$ cat config.mk
export PLATFORM = sky130hd
export DESIGN_NAME = pwr_state_ctrl
export DESIGN_NICKNAME = d
export VERILOG_FILES = /design/src/rtl/pwr_state_pkg.sv /design/src/rtl/pwr_wake_enc.sv /design/src/rtl/pwr_fsm.sv /design/src/rtl/pwr_state_ctrl.sv
export SDC_FILE = /design/constraint.sdc
export NUM_CORES = 1
export LEC_CHECK = 0
export CORE_MARGIN = 2
export CORE_UTILIZATION = 28
export CTS_CLUSTER_DIAMETER = 30
export CTS_CLUSTER_SIZE = 28
export DETAILED_ROUTE_END_ITERATION = 16
export DONT_BUFFER_PORTS = 1
export SLEW_MARGIN = 10
export SYNTH_ARGS = -nofsm -noshare
export SYNTH_HDL_FRONTEND = slang
export SYNTH_HIERARCHICAL = 1
export SYNTH_SLANG_ARGS = --single-unit
$ cat constraint.sdc
create_clock -name clk_i -period 1.7 [get_ports clk_i]
set_input_delay 0.51 -clock clk_i [delete_from_list [all_inputs] [get_ports clk_i]]
set_output_delay 0.51 -clock clk_i [all_outputs]
set_load 0.01 [all_outputs]
$ cat src/rtl/pwr_state_pkg.sv
package pwr_state_pkg;
    localparam int NUM_STATES = 5;
    localparam int NUM_WAKE   = 5;
    localparam int CAUSE_W    = $clog2(NUM_WAKE + 1);

    typedef enum logic [2:0] {
        ST_NORMAL = 3'd0,
        ST_HALT   = 3'd1,
        ST_STPGNT = 3'd2,
        ST_INQ    = 3'd3,
        ST_STPCLK = 3'd4
    } pwr_state_t;

    // wake event vector bit positions, also the priority order (0 highest)
    localparam int WK_RST  = 0;
    localparam int WK_INIT = 1;
    localparam int WK_SMI  = 2;
    localparam int WK_NMI  = 3;
    localparam int WK_INTR = 4;

    localparam logic [CAUSE_W-1:0] CAUSE_NONE  = '0;
    localparam logic [CAUSE_W-1:0] CAUSE_RESET = CAUSE_W'(1);
endpackage

$ cat src/rtl/pwr_wake_enc.sv
module pwr_wake_enc
    import pwr_state_pkg::*;
#(
    parameter int N_EVT = NUM_WAKE,
    localparam int CW   = $clog2(N_EVT + 1)
) (
    input  logic [N_EVT-1:0] evt_i,
    output logic             any_o,
    output logic [CW-1:0]    code_o
);
    // code is bit index + 1 of the lowest-numbered (highest priority) event
    always_comb begin
        code_o = '0;
        for (int i = N_EVT - 1; i >= 0; i--) begin
            if (evt_i[i]) code_o = CW'(i + 1);
        end
    end

    assign any_o = |evt_i;

    always_comb begin
        if (any_o) assert (code_o != '0);
    end
endmodule

$ cat src/rtl/pwr_fsm.sv
module pwr_fsm
    import pwr_state_pkg::*;
(
    input  logic                  clk_i,
    input  logic                  rst_ni,
    input  logic                  halt_i,
    input  logic                  rst_evt_i,
    input  logic                  soft_wake_i,
    input  logic [CAUSE_W-1:0]    soft_code_i,
    input  logic                  stpclk_req_i,
    input  logic                  inq_req_i,
    input  logic                  clk_present_i,
    output logic [NUM_STATES-1:0] state_oh_o,
    output logic                  core_clk_en_o,
    output logic                  stpgnt_ack_o,
    output logic [CAUSE_W-1:0]    wake_cause_o
);
    pwr_state_t       state_q, state_d;
    pwr_state_t       origin_q, origin_d;
    logic [CAUSE_W-1:0] cause_q, cause_d;
    logic             ack_q, ack_d;

    // next-state logic
    always_comb begin
        state_d  = state_q;
        origin_d = origin_q;
        cause_d  = cause_q;
        ack_d    = 1'b0;
        if (rst_evt_i) begin
            state_d  = ST_NORMAL;
            origin_d = ST_NORMAL;
            cause_d  = CAUSE_RESET;
        end else begin
            unique case (state_q)
                ST_NORMAL: begin
                    if (stpclk_req_i) begin
                        state_d  = ST_STPGNT;
                        origin_d = ST_NORMAL;
                        ack_d    = 1'b1;
                    end else if (halt_i) begin
                        state_d = ST_HALT;
                    end
                end
                ST_HALT: begin
                    if (stpclk_req_i) begin
                        state_d  = ST_STPGNT;
                        origin_d = ST_HALT;
                        ack_d    = 1'b1;
                    end else if (soft_wake_i) begin
                        state_d = ST_NORMAL;
                        cause_d = soft_code_i;
                    end
                end
                ST_STPGNT: begin
                    if (!stpclk_req_i)      state_d = origin_q;
                    else if (inq_req_i)     state_d = ST_INQ;
                    else if (!clk_present_i) state_d = ST_STPCLK;
                end
                ST_INQ: begin
                    if (!inq_req_i) state_d = ST_STPGNT;
                end
                ST_STPCLK: begin
                    if (clk_present_i) state_d = ST_STPGNT;
                end
                default: state_d = ST_NORMAL;
            endcase
        end
    end

    // state register
    always_ff @(posedge clk_i or negedge rst_ni) begin
        if (!rst_ni) begin
            state_q  <= ST_NORMAL;
            origin_q <= ST_NORMAL;
            cause_q  <= CAUSE_NONE;
            ack_q    <= 1'b0;
        end else begin
            state_q  <= state_d;
            origin_q <= origin_d;
            cause_q  <= cause_d;
            ack_q    <= ack_d;
        end
    end

    // outputs
    always_comb begin
        state_oh_o    = '0;
        core_clk_en_o = 1'b0;
        unique case (state_q)
            ST_NORMAL: begin state_oh_o[0] = 1'b1; core_clk_en_o = 1'b1;      end
            ST_HALT:   begin state_oh_o[1] = 1'b1;                            end
            ST_STPGNT: begin state_oh_o[2] = 1'b1;                            end
            ST_INQ:    begin state_oh_o[3] = 1'b1; core_clk_en_o = inq_req_i; end
            ST_STPCLK: begin state_oh_o[4] = 1'b1;                            end
            default:   begin state_oh_o    = '0;                              end
        endcase
        stpgnt_ack_o = ack_q;
        wake_cause_o = cause_q;
    end


    a_r2_onehot: assert property (@(posedge clk_i) disable iff (!rst_ni)
        $countones(state_oh_o) == 1);

    a_r3_halt_entry: assert property (@(posedge clk_i) disable iff (!rst_ni)
        (state_q == ST_NORMAL && halt_i && !stpclk_req_i && !rst_evt_i) |=> state_q == ST_HALT);

    a_r5_stop_in_halt: assert property (@(posedge clk_i) disable iff (!rst_ni)
        (state_q == ST_HALT && stpclk_req_i && !rst_evt_i) |=> (state_q == ST_STPGNT && stpgnt_ack_o));

    a_r6_ack_pulse: assert property (@(posedge clk_i) disable iff (!rst_ni)
        stpgnt_ack_o |=> !stpgnt_ack_o);

    a_r10_reset_event: assert property (@(posedge clk_i) disable iff (!rst_ni)
        rst_evt_i |=> (state_q == ST_NORMAL && wake_cause_o == CAUSE_RESET));

    a_r13_cause_hold: assert property (@(posedge clk_i) disable iff (!rst_ni)
        (state_q != ST_HALT && !rst_evt_i) |=> $stable(wake_cause_o));
endmodule

$ cat src/rtl/pwr_state_ctrl.sv
module pwr_state_ctrl
    import pwr_state_pkg::*;
(
    input  logic                  clk_i,
    input  logic                  rst_ni,
    input  logic                  halt_i,
    input  logic                  wake_rst_i,
    input  logic                  wake_init_i,
    input  logic                  wake_smi_i,
    input  logic                  wake_nmi_i,
    input  logic                  wake_intr_i,
    input  logic                  stpclk_req_i,
    input  logic                  inq_req_i,
    input  logic                  clk_present_i,
    output logic [NUM_STATES-1:0] state_oh_o,
    output logic                  core_clk_en_o,
    output logic                  stpgnt_ack_o,
    output logic [CAUSE_W-1:0]    wake_cause_o
);
    logic [NUM_WAKE-1:0] evt;
    logic                any_evt;
    logic [CAUSE_W-1:0]  evt_code;

    always_comb begin
        evt          = '0;
        evt[WK_RST]  = wake_rst_i;
        evt[WK_INIT] = wake_init_i;
        evt[WK_SMI]  = wake_smi_i;
        evt[WK_NMI]  = wake_nmi_i;
        evt[WK_INTR] = wake_intr_i;
    end

    pwr_wake_enc #(.N_EVT(NUM_WAKE)) u_enc (
        .evt_i  (evt),
        .any_o  (any_evt),
        .code_o (evt_code)
    );

    pwr_fsm u_fsm (
        .clk_i         (clk_i),
        .rst_ni        (rst_ni),
        .halt_i        (halt_i),
        .rst_evt_i     (wake_rst_i),
        .soft_wake_i   (any_evt),
        .soft_code_i   (evt_code),
        .stpclk_req_i  (stpclk_req_i),
        .inq_req_i     (inq_req_i),
        .clk_present_i (clk_present_i),
        .state_oh_o    (state_oh_o),
        .core_clk_en_o (core_clk_en_o),
        .stpgnt_ack_o  (stpgnt_ack_o),
        .wake_cause_o  (wake_cause_o)
    );


    a_r12_clk_off_low_power: assert property (@(posedge clk_i) disable iff (!rst_ni)
        (state_oh_o[1] || state_oh_o[2] || state_oh_o[4]) |-> !core_clk_en_o);
endmodule

# After elaboration in Yosys (flattened, before gate mapping)
# Index checks and enable logic that the tools add are counted.
# Widths: inputs -> output; s select.
dict set report word_totals {
  out_inout_bits 10
  inputBits 11
  wordCells 57
  regBits 10
}
dict set report op_classes {
  muxes 32
  n_reduce_logical 9
  eq_ne 12
}
# cell count
set ops {}
lappend ops {{$mux 3} 21}
lappend ops {{$pmux 3 s5} 1}
lappend ops {{$ne 3x3->1 const B} 4}
lappend ops {{$mux 1} 8}
lappend ops {{$ne 4x4->1 const B} 2}
lappend ops {{$eq 3x2->1 const B} 2}
lappend ops {{$pmux 3 s2} 1}
lappend ops {{$reduce_and 3->1} 2}
lappend ops {{$ne 5x5->1 const B} 1}
lappend ops {{$reduce_and 5->1} 1}
lappend ops {{$reduce_or 5->1} 1}
lappend ops {{$reduce_bool 2->1} 2}
lappend ops {{$eq 3x1->1 const B} 1}
lappend ops {{$eq 3x3->1 const B} 1}
lappend ops {{$logic_not 3->1} 1}
lappend ops {{$reduce_bool 3->1} 1}
lappend ops {{$ne 2x2->1 const B} 1}
lappend ops {{$pmux 1 s2} 1}
lappend ops {{$reduce_or 2->1} 1}

# Longest topological paths before layout
dict set report logic_depth {
  ltp_word 8
  ltp_mapped 6
  mapped_depth_nobuf 6
}

# Modules after synthesis
# Netlist, hierarchy kept.
# module seq_area_each_um2 cells_each area_each_um2 instances
set by_module_without_submodules {}
lappend by_module_without_submodules {pwr_fsm 200.2 59 541.8 1}
lappend by_module_without_submodules {pwr_wake_enc 0.0 8 45.0 1}

# Worst setup path after synthesis
# Ideal clock, no wire load.
dict set report synth_timing {
  kind {flip-flop to output port}
  from {register u_fsm.state_q[0]}
  to {output port core_clk_en_o}
  arrival_ns 1.015
  path_slack_ns 0.175
  path_buffers 1
  required_ns 1.190
  path_stages_with_launch 4
  cell_sequence {dfrtp_1 buf_6 or2_2 a21oi_1}
}
dict set report synth_via {
  elab_chain_len 2
  elab_cells_between_ends 3
  classes_between {1 x eq/ne; 1 x mux; 1 x reduce/logical}
}
# element line_no
set synth_lines {}
lappend synth_lines {{from (decl)} pwr_fsm.sv:18} ;# pwr_state_t state_q, state_d;
lappend synth_lines {{from (signal assigned)} pwr_fsm.sv:78} ;# state_q <= state_d;
lappend synth_lines {{$eq 3x2->1 or $logic_not 3->1 (tied branches)} pwr_fsm.sv:89} ;# unique case (state_q)
lappend synth_lines {{$pmux 1 s2 (*)} pwr_fsm.sv:89}
lappend synth_lines {{to (decl)} pwr_state_ctrl.sv:16} ;# output logic core_clk_en_o,
# Mark *: on every way between the ends. The rest lies on a longest branch, timed or not.

# Final worst setup path
dict set report layout_timing {
  from {register u_fsm.state_q[0]}
  to {output port state_oh_o[2]}
}
dict set report layout_via {
  elab_chain_len 2
}
# element line_no
set layout_lines {}
lappend layout_lines {{$eq 3x2->1} pwr_fsm.sv:89}
lappend layout_lines {{$mux 1} pwr_fsm.sv:89}
lappend layout_lines {{to (decl)} pwr_state_ctrl.sv:15} ;# output logic [NUM_STATES-1:0] state_oh_o,
# Every way passes these cells.

==> run_results.csv <==
group,metric,value,unit
clocking,cts_max_path_buffers,2,
synthesis,seq_area_frac_synth,34.12,%
layout,diodes,0,
pwr,netSwitchingFraction,31.17,%
routing,via_per_inst,5.118,
pwr,p_int,379.5,uW
synthesis,synth_warnings,6,
setup_path,required,1.19,ns
pwr,combPwrFrac,34.4,%
clocking,clk_pin_slew,0.05,ns
sta,fmax,597.3,MHz
placement,gp_congestion,0.7493,
worst_hold_path,min_path_type,"in -> reg",
clocking,cts.sink_count,8,
routing,vias,522,
sta,finalSetupViolations,0,
sta,hold_violations,0,
placement,port_buffers,0,
clocking,tritoncts,"done",
synthesis,yosysMostFrequentCell,"nor2_1",
synthesis,synth_top_area_cell,"dfrtp_1",
global_route,grt_use_total,12.38,%
setup_path,critPathLaunchType,"flip-flop",
placement,hpwl,1021,um
layout,fin_nets,88,
pwr,irDropWorstVdd,0.1967,mV
synthesis,synth_top_flop_cell,"dfrtp_1",
pwr,p_seq_share,39.7,%
setup_path,crit_arrival,1.16,ns
routing,drcViolationCount,0,
layout,area.growth.synth_to_final,23.45,%
global_route,antenna_found_initial,0,
routing,first_pass_iters,5,
global_route,grt_overflow,0,
sta,hold_ws,0.3209,ns
synthesis,synth_top_area_share,34.12,%
synthesis,synth_nets,78,
floorplan,die_y,49.78,um
sta,skew,0.0005259,ns
clocking,cts_root_buf,"clkbuf_4",
status,status,"finished clean",
synthesis,avgSynthCellArea,8.758,sq um
sta,min_period,1.674,ns
pwr,netSwitchingPower,171.8,uW
routing,antenna_left,0,
sta,rsz0062_at_grt,"yes",
floorplan,ios,21,
placement,dp.cells,93,
synthesis,synth-edff-count,0,
layout,fin_area,724.4,sq um
clocking,numCtsBuffers,3,
setup_path,end_kind,"output pin",
floorplan,rows,16,
global_route,grt_pass1_wl,2311,um
clocking,worstSkewPairLatency,0.25,ns
layout,drive_above_1_share,30.67,%
setup_path,path_class,"reg -> out",
floorplan,die_w,49.78,um
floorplan,initial_core_util,29.91,%
synthesis,synth_cell_type_count,32,
synthesis,syn_inst,67,
routing,wirelength,1428,um
placement,placed_cell_area,609.3,sq um
sta,fin_crit_sh,98.49,%
synthesis,synth_common_cells,"13 x nor2_1, 8 x dfrtp_1, 5 x inv_1",
synthesis,synth_top_cells_by_area,"dfrtp_1 34%, nor2_1 8.3%, mux2i_1 5.1%",
synthesis,synth-seq-cells,8,
pwr,p_leak,0.3046,nW
global_route,grt_pass1_vias,530,
floorplan,die_area,2478,sq um
setup_path,path_max_fanout,4,
sta,finalMaxSlewViolations,0,
pwr,p_clk_share,25.8,%
layout,final_cells,102,
routing,wl_per_cell,14.00,um
floorplan,core,1962,sq um
sta,max_slew_margin,76.05,%
job,cap_viol_max_count,0,
global_route,grt_max_degree,14,
synthesis,synthArstFlopShare,100.0,%
clocking,htreeDepth,1,
layout,final_util,36.93,%
synthesis,netlist_area,586.8,sq um
routing,drt_iter0_markers,11,
pwr,power,551.3,uW
sta,worstMarginPinSlew,0.3580,ns
pwr,powerDensity,761.0,nW/um^2
==> timing repair <==
item / in CTS / in global routing
buffers inserted: 1 / 4
hold buffers: 1 / 0
hold endpoints to repair: 8 / 0
pin swaps: 1 / 1
setup endpoints to repair: 6 / 4
resized for setup: 7 / 5
==> sequential cells by signal, indices dropped and copies added, names as in the netlist <==
| signal | flops |
|---|---|
| u_fsm/origin_q | 1 |
| u_fsm/state_q | 3 |
| u_fsm/stpgnt_ack_o | 1 |
| u_fsm/wake_cause_o | 3 |
==> path summary, 6_finish.rpt <==
path	cells past startpoint	to	slack, ns	start
max	3	state_oh_o[2]	0.03	u_fsm/state_q[0]$_DFFE_PN0P_
min	1	u_fsm/state_q[2]$_DFFE_PN0P_	0.32	clk_present_i
max reg2reg	6	u_fsm/state_q[1]$_DFFE_PN0P_	0.05	u_fsm/state_q[0]$_DFFE_PN0P_
min reg2reg	2	u_fsm/origin_q[0]$_DFFE_PN0P_	0.59	u_fsm/origin_q[0]$_DFFE_PN0P_
max in group asynchronous	1	u_fsm/state_q[2]$_DFFE_PN0P_	0.81	rst_ni
min in group asynchronous	1	u_fsm/origin_q[0]$_DFFE_PN0P_	0.61	rst_ni
==> per-layer routing <==
layer  share of wire (%)  track usage [%]
met4                 2.5            12.04
met3                 3.0            1.212
met5                   0                0
met1                  40            14.37
met2                  55            19.56
==> power groups by stage <==
stage          clock [mW]  sequential (mW)  combinational, mW
6_report            0.142            0.219              0.190
5_1_grt             0.156            0.221              0.208
4_1_cts             0.150            0.219              0.169
3_5_place_dp            0            0.223              0.142
3_3_place_gp            0            0.223              0.139
2_1_floorplan           0            0.219              0.125
==> cell type report <==
class / instances / area [sq um]
Timing Repair Buffer: 10 / 85.08
Sequential cell: 8 / 202.7
Fill cell: 222 / 1237
Tap cell: 27 / 33.78
Clock buffer: 3 / 22.52
Multi-Input combinational cell: 49 / 361.6
Inverter: 5 / 18.77
==> critical path, cell delays in order (launching register included) <==
cell and delay [ns]:
dfrtp_2 0.43, buf_6 0.14, nor3b_4 0.21, buf_6 0.13
==> cell usage in the layout, fill, tap and decap left out, types with 2 or more instances in the layout <==
cell,count
clkbuf_4,3
buf_6,2
nor2_1,11
a211o_1,2
dfrtp_2,2
dfrtp_1,6
nor2b_1,3
buf_4,7
mux2i_1,3
inv_1,5
nand2_1,3
==> stage by stage <==
step	worst slack (ns)	TNS (ns)
after global placement	0.1630	0
after detailed placement	0.1328	0
final	0.02569	0
after CTS	0.001880	0
after floorplan	0.1750	0
after global routing	-0.04233	-0.05176
==> logic make-up (layout without fill, tap and decap cells) <==
kind of cell	Yosys count	after routing	synth area share, %
and+or+nand+nor	34	34	36.04
AOI/OAI and AO/OA	12	12	14.50
buffers and inverters	10	18	10.23
DFF	8	8	34.11
muxes	3	3	5.117
Note: power is estimated with default switching activity, not from simulation.
